## config.mk

```make
export PLATFORM = sky130hd
export DESIGN_NAME = morton_addr_unit
export DESIGN_NICKNAME = d
export VERILOG_FILES = /design/src/rtl/morton_pkg.sv /design/src/rtl/morton_ctrl.sv /design/src/rtl/morton_dp.sv /design/src/rtl/morton_addr_unit.sv
export SDC_FILE = /design/constraint.sdc
export NUM_CORES = 1
export LEC_CHECK = 0
export BUFFER_PORTS_ARGS = -buffer_cell sky130_fd_sc_hd__buf_4
export CORE_UTILIZATION = 60
export CTS_CLUSTER_DIAMETER = 150
export DETAILED_ROUTE_END_ITERATION = 10
export PLACE_DENSITY_LB_ADDON = 0.12
export SLEW_MARGIN = 10
export SYNTH_ARGS = -nofsm -noshare
export SYNTH_HDL_FRONTEND = slang
export SYNTH_SLANG_ARGS = --single-unit
```

## constraint.sdc

```tcl
create_clock -name clk -period 9.1 [get_ports clk]
set_input_delay 0.91 -clock clk [delete_from_list [all_inputs] [get_ports clk]]
set_output_delay 0.91 -clock clk [all_outputs]
set_load 0.005 [all_outputs]
```

## src/rtl/morton_pkg.sv

```systemverilog
package morton_pkg;

  typedef enum logic [1:0] {
    K_ENC2 = 2'd0,
    K_ENC3 = 2'd1,
    K_TILE = 2'd2,
    K_UPD  = 2'd3
  } kind_e;

  // strobes from control to datapath
  typedef struct packed {
    logic       load;
    kind_e      kind;
    logic       subtract;
    logic       axes3;
    logic [2:0] laneSel;   // one-hot x/y/z, zero when dim names no axis
  } ctrl_t;

endpackage

```

## src/rtl/morton_ctrl.sv

```systemverilog
module morton_ctrl
  import morton_pkg::*;
(
  input  logic       inValid,
  input  logic [1:0] mode,
  input  logic [1:0] op,
  input  logic [1:0] dim,
  output ctrl_t      strobe
);

  logic isUpd;

  always_comb begin
    isUpd = (op == 2'd1) || (op == 2'd2);
    strobe = '0;
    strobe.load = inValid;
    strobe.subtract = (op == 2'd2);
    case (mode)
      2'd2: strobe.kind = K_TILE;
      2'd1: begin
        strobe.axes3 = 1'b1;
        strobe.kind = isUpd ? K_UPD : K_ENC3;
        case (dim)
          2'd0: strobe.laneSel = 3'b001;
          2'd1: strobe.laneSel = 3'b010;
          2'd2: strobe.laneSel = 3'b100;
          default: strobe.laneSel = 3'b000;
        endcase
      end
      default: begin
        strobe.kind = isUpd ? K_UPD : K_ENC2;
        case (dim)
          2'd0: strobe.laneSel = 3'b001;
          2'd1: strobe.laneSel = 3'b010;
          default: strobe.laneSel = 3'b000;
        endcase
      end
    endcase
  end

endmodule

```

## src/rtl/morton_dp.sv

```systemverilog
module morton_dp
  import morton_pkg::*;
#(
  parameter int W2 = 16,
  parameter int W3 = 10,
  parameter int TILE_BITS = 3,
  parameter int TILE_GROUPS = 2
) (
  input  logic            clk,
  input  logic            rst,
  input  ctrl_t           strobe,
  input  logic [W2-1:0]   xIn,
  input  logic [W2-1:0]   yIn,
  input  logic [W3-1:0]   zIn,
  input  logic [2*W2-1:0] idxIn,
  input  logic [W2-1:0]   stepIn,
  output logic            outValid,
  output logic [2*W2-1:0] idxOut
);

  localparam int IW = 2 * W2;
  localparam int N3 = 3 * W3;
  localparam int TL = TILE_BITS * TILE_GROUPS;

  logic [IW-1:0] enc2, enc3, encTile;
  logic [IW-1:0] lane2 [2];
  logic [IW-1:0] lane3 [3];
  logic [IW-1:0] spr2 [2];
  logic [IW-1:0] spr3 [3];
  logic [IW-1:0] laneM, laneS, validM, low3;
  logic [IW-1:0] sumV, diffV, rawV, updV, nxt;

  // plain 2D interleave
  genvar gi, gk;
  generate
    for (gi = 0; gi < W2; gi++) begin : g_enc2
      assign enc2[2*gi]   = xIn[gi];
      assign enc2[2*gi+1] = yIn[gi];
    end
    for (gi = 0; gi < W3; gi++) begin : g_enc3
      assign enc3[3*gi]   = xIn[gi];
      assign enc3[3*gi+1] = yIn[gi];
      assign enc3[3*gi+2] = zIn[gi];
    end
    if (N3 < IW) begin : g_enc3_pad
      assign enc3[IW-1:N3] = '0;
    end
    // grouped tile: low groups alternate x then y
    for (gi = 0; gi < TILE_GROUPS; gi++) begin : g_tgrp
      for (gk = 0; gk < TILE_BITS; gk++) begin : g_tbit
        assign encTile[gi*2*TILE_BITS + gk]             = xIn[gi*TILE_BITS + gk];
        assign encTile[gi*2*TILE_BITS + TILE_BITS + gk] = yIn[gi*TILE_BITS + gk];
      end
    end
    // high bits linear: x above the groups, y on top
    for (gi = 0; gi < W2 - TL; gi++) begin : g_thi
      assign encTile[2*TL + gi]            = xIn[TL + gi];
      assign encTile[2*TL + (W2-TL) + gi]  = yIn[TL + gi];
    end
  endgenerate

  // lane masks and step spreading per axis
  always_comb begin
    for (int d = 0; d < 2; d++) begin
      lane2[d] = '0;
      spr2[d]  = '0;
      for (int b = 0; b < IW; b++) lane2[d][b] = ((b % 2) == d);
      for (int i = 0; i < W2; i++) spr2[d][2*i+d] = stepIn[i];
    end
    for (int d = 0; d < 3; d++) begin
      lane3[d] = '0;
      spr3[d]  = '0;
      for (int b = 0; b < N3; b++) lane3[d][b] = ((b % 3) == d);
      for (int i = 0; i < W3; i++) spr3[d][3*i+d] = stepIn[i];
    end
    low3 = '0;
    for (int b = 0; b < N3; b++) low3[b] = 1'b1;
  end

  always_comb begin
    laneM  = '0;
    laneS  = '0;
    validM = '1;
    if (strobe.axes3) begin
      validM = low3;
      for (int d = 0; d < 3; d++) begin
        if (strobe.laneSel[d]) begin
          laneM = laneM | lane3[d];
          laneS = laneS | spr3[d];
        end
      end
    end else begin
      for (int d = 0; d < 2; d++) begin
        if (strobe.laneSel[d]) begin
          laneM = laneM | lane2[d];
          laneS = laneS | spr2[d];
        end
      end
    end
  end

  // fill other lanes with ones so carries ripple, zeros so borrows ripple
  always_comb begin
    sumV  = (idxIn | ~laneM) + laneS;
    diffV = (idxIn & laneM) - laneS;
    rawV  = strobe.subtract ? diffV : sumV;
    updV  = (rawV & laneM) | (idxIn & ~laneM & validM);
    case (strobe.kind)
      K_ENC3:  nxt = enc3;
      K_TILE:  nxt = encTile;
      K_UPD:   nxt = updV;
      default: nxt = enc2;
    endcase
  end

  always_ff @(posedge clk) begin
    if (rst) begin
      outValid <= 1'b0;
      idxOut   <= '0;
    end else begin
      outValid <= strobe.load;
      if (strobe.load) idxOut <= nxt;
    end
  end

endmodule

```

## src/rtl/morton_addr_unit.sv

```systemverilog
module morton_addr_unit
  import morton_pkg::*;
#(
  parameter int W2 = 16,
  parameter int W3 = 10,
  parameter int TILE_BITS = 3,
  parameter int TILE_GROUPS = 2
) (
  input  logic            clk,
  input  logic            rst,
  input  logic            inValid,
  input  logic [1:0]      mode,
  input  logic [1:0]      op,
  input  logic [1:0]      dim,
  input  logic [W2-1:0]   xIn,
  input  logic [W2-1:0]   yIn,
  input  logic [W3-1:0]   zIn,
  input  logic [2*W2-1:0] idxIn,
  input  logic [W2-1:0]   stepIn,
  output logic            outValid,
  output logic [2*W2-1:0] idxOut
);

  ctrl_t strobe;

  morton_ctrl u_ctrl (
    .inValid (inValid),
    .mode    (mode),
    .op      (op),
    .dim     (dim),
    .strobe  (strobe)
  );

  morton_dp #(
    .W2          (W2),
    .W3          (W3),
    .TILE_BITS   (TILE_BITS),
    .TILE_GROUPS (TILE_GROUPS)
  ) u_dp (
    .clk      (clk),
    .rst      (rst),
    .strobe   (strobe),
    .xIn      (xIn),
    .yIn      (yIn),
    .zIn      (zIn),
    .idxIn    (idxIn),
    .stepIn   (stepIn),
    .outValid (outValid),
    .idxOut   (idxOut)
  );

endmodule

```

==> impl_metrics.json <==
{
  "cts_setup_buffers": 0,
  "dp_cells": 1181,
  "fin_skew_ps": 0,
  "cts_buffer_depth": 2,
  "required_ps": 9310,
  "cp_max_fo": 23,
  "synth.distinct_cells": 73,
  "start_kind": "primary input",
  "max_freq_ghz": 0.157,
  "cts-root-buf": "clkbuf_8",
  "synth_common_cells": "82 x nor2_1, 80 x a21oi_1, 72 x nand2_1, 67 x ha_1, 63 x o21ai_0",
  "antenna_found_initial": 1,
  "grt_max_degree": 70,
  "ios": 132,
  "start_util": 0.614,
  "die_x_um": 107,
  "overflow": 0,
  "synth_most_common_cell": "nor2_1",
  "dr.pass1.iters": 5,
  "hp-class": "reg2reg",
  "rows": 38,
  "grt_pass1_vias": 7125,
  "grt_pass1_wl_um": 36500,
  "critical_path.cell_chain": "buf_4 -> inv_1 -> ha_1 -> nor2_1 -> or3b_2 -> nor2_1 -> a22o_1 -> ha_1 -> a21oi_1 -> o21bai_1 -> a2111oi_0 -> o31a_1 -> or3_1 -> a21boi_1 -> o41ai_1 -> xor2_1 -> o211a_1 -> a221oi_1",
  "synth-edff-count": 0,
  "ant_nets": 0,
  "yosysWarnings": 0,
  "cts_buffers": 5,
  "synth_seq_cells": 33,
  "gp_congestion": 1.06,
  "fin_util": 0.719,
  "port_buffers": 131,
  "cp_slowest_stage_delay_ps": 870,
  "num_vias": 7982,
  "layout.area.seq_sq_um": 661,
  "crit_arrival_ps": 6600,
  "wl_per_cell_um": 20.0,
  "h-tree-depth": 2,
  "cts.repair.resized": 0,
  "rsz0062_at_grt": "false",
  "dp_hpwl_um": 18500,
  "hold_violations": 0,
  "max_slew_margin": 0.324,
  "drv_cap": 0,
  "finalNonFillerCells": 1190,
  "synthArstFlopShare": 0,
  "syn_area_per_cell_sq_um": 6.93,
  "rrSetupSlack_ps": 7750,
  "clk_pin_slew_ps": 70,
  "multi_input_area_sq_mm": 0.00562,
  "dp_slack_ps": 2600,
  "drive_above_1_share": 0.166,
  "critPathBufInv": 2,
  "status": "completed",
  "fin_crit_sh": 0.702,
  "layout.filler_cells": 985,
  "synth_area_sq_mm": 0.00666,
  "insertion_delay_ps": 300,
  "endpoint_kind": "flip-flop",
  "synth_nets": 1129,
  "p_leak_nw": 3.62,
  "die_h_um": 107,
  "fin_nets": 1216,
  "critPathKind": "in2reg",
  "synth_top_area_share": 0.126,
  "grtUsageTotal": 0.409,
  "drc": 0,
  "drt_iter0_drc": 1110,
  "ys_seq_area_frac": 0.0993,
  "synth_area_leaders": "ha_1 13%, dfxtp_1 9.9%, a21oi_1 6.0%",
  "routed_via_density": 6.71,
  "fin_crit_ps": 6390,
  "clock-sinks": 33,
  "vdd_drop_max_v": 0.0000942,
  "worst_slack_ps": 2710,
  "slowest_stage": "a2111oi_0",
  "hold_buffers": 0,
  "cts_tree": "yes",
  "yosys.area.top_type": "ha_1",
  "syn_to_final_growth_pct": 17.1,
  "die_area_sq_mm": 0.0115,
  "finalMaxSlewViolations": 0,
  "worst_pin_slew_ps": 988,
  "power_density_mw_per_mm2": 112,
  "synth-main-ff-cell": "dfxtp_1",
  "tns_ps": 0,
  "cp_top_family": "compound AO/OA/AOI/OAI gates",
  "drt_wl_total_um": 23800,
  "core-area_sq_mm": 0.0108,
  "finalSetupViolCount": 0,
  "syn_inst": 961
}
registers in the layout, summed over array words and instances (netlist names):
register	cells
u_dp.outValid	1
u_dp.idxOut	32
worst min-delay path: stages (launching register included):
cell	delay [ps]
dfxtp_1	310
nand2_1	60
a21oi_1	50
placed cells by master, fill, tap and decap left out, drive strengths merged, types with 4 or more instances in the layout:
master / netlist / final
o21a: 10 / 10
nand3: 18 / 18
nand2b: 35 / 35
a21oi: 81 / 81
xnor2: 24 / 24
and3: 4 / 4
a22oi: 13 / 13
or3: 17 / 17
and2: 38 / 38
nor3: 14 / 14
a211oi: 16 / 16
a221o: 5 / 5
nor2: 82 / 82
o2111ai: 6 / 6
o21bai: 13 / 13
nand4: 7 / 7
buf: 3 / 140
a22o: 10 / 10
a31oi: 16 / 16
nand2: 72 / 72
nand3b: 8 / 8
clkbuf: 57 / 7
o21ai: 63 / 63
or2: 7 / 7
a21o: 34 / 34
ha: 67 / 67
dfxtp: 33 / 33
nor2b: 4 / 4
mux2i: 8 / 8
xor2: 26 / 26
o31ai: 7 / 7
o211ai: 23 / 23
nor3b: 7 / 7
inv: 50 / 50
a31o: 5 / 5
a221oi: 22 / 22
metal layers:
layer	share of wire	global-route usage
met1	0.40	0.545
met4	0.040	0.180
met5	0	0
met2	0.42	0.627
met3	0.14	0.0920
final cells by class:
| type | instances | area share |
|---|---|---|
| Multi-Input combinational cell | 818 | 0.721 |
| Timing Repair Buffer | 140 | 0.135 |
| Sequential cell | 33 | 0.0848 |
| Inverter | 50 | 0.0241 |
| Tap cell | 140 | 0.0225 |
| Clock buffer | 7 | 0.0124 |
| Clock inverter | 1 | 0.000642 |
| Antenna cell | 1 | 0.000321 |
where the power goes:
| part | internal, mW | switching (mW) | total (mW) | leakage, nW |
|---|---|---|---|---|
| Combinational | 0.246 | 0.333 | 0.579 | 3.30 |
| Clock | 0.0684 | 0.0601 | 0.129 | 0.0542 |
| Sequential | 0.160 | 0.00904 | 0.169 | 0.274 |
| Total | 0.474 | 0.402 | 0.876 | 3.62 |
kinds of logic after synthesis:
family,count (synthesis),share of synthesized area
DFF,33,0.0993
muxes,11,0.0171
adders and majority gates,69,0.132
xor gates and xnor gates,50,0.0658
and+or+nand+nor,329,0.254
buffers and inverters,110,0.0622
AOI/OAI and AO/OA,359,0.369
worst paths after layout:
| path | endpoint | cells past startpoint | from |
|---|---|---|---|
| max | u_dp.idxOut[28] | 18 | mode[1] |
| min | u_dp.idxOut[4] | 2 | u_dp.idxOut[4] |
| max reg2reg | u_dp.idxOut[31] | 5 | u_dp.idxOut[31] |
| min reg2reg | u_dp.idxOut[4] | 2 | u_dp.idxOut[4] |
stage by stage:
| stage | total power, mW | hold slack [ps] | area (sq um) |
|---|---|---|---|
| 6_report | 0.876 | 468 | 7790 |
| 3_3_place_gp | 0.722 | 451 | 7690 |
| 2_1_floorplan | 0.554 | 458 | 6660 |
| 5_1_grt | 0.927 | 497 | 7790 |
| 3_5_place_dp | 0.729 | 457 | 7690 |
| 4_1_cts | 0.856 | 466 | 7790 |
(Power assumes the default switching activity.)
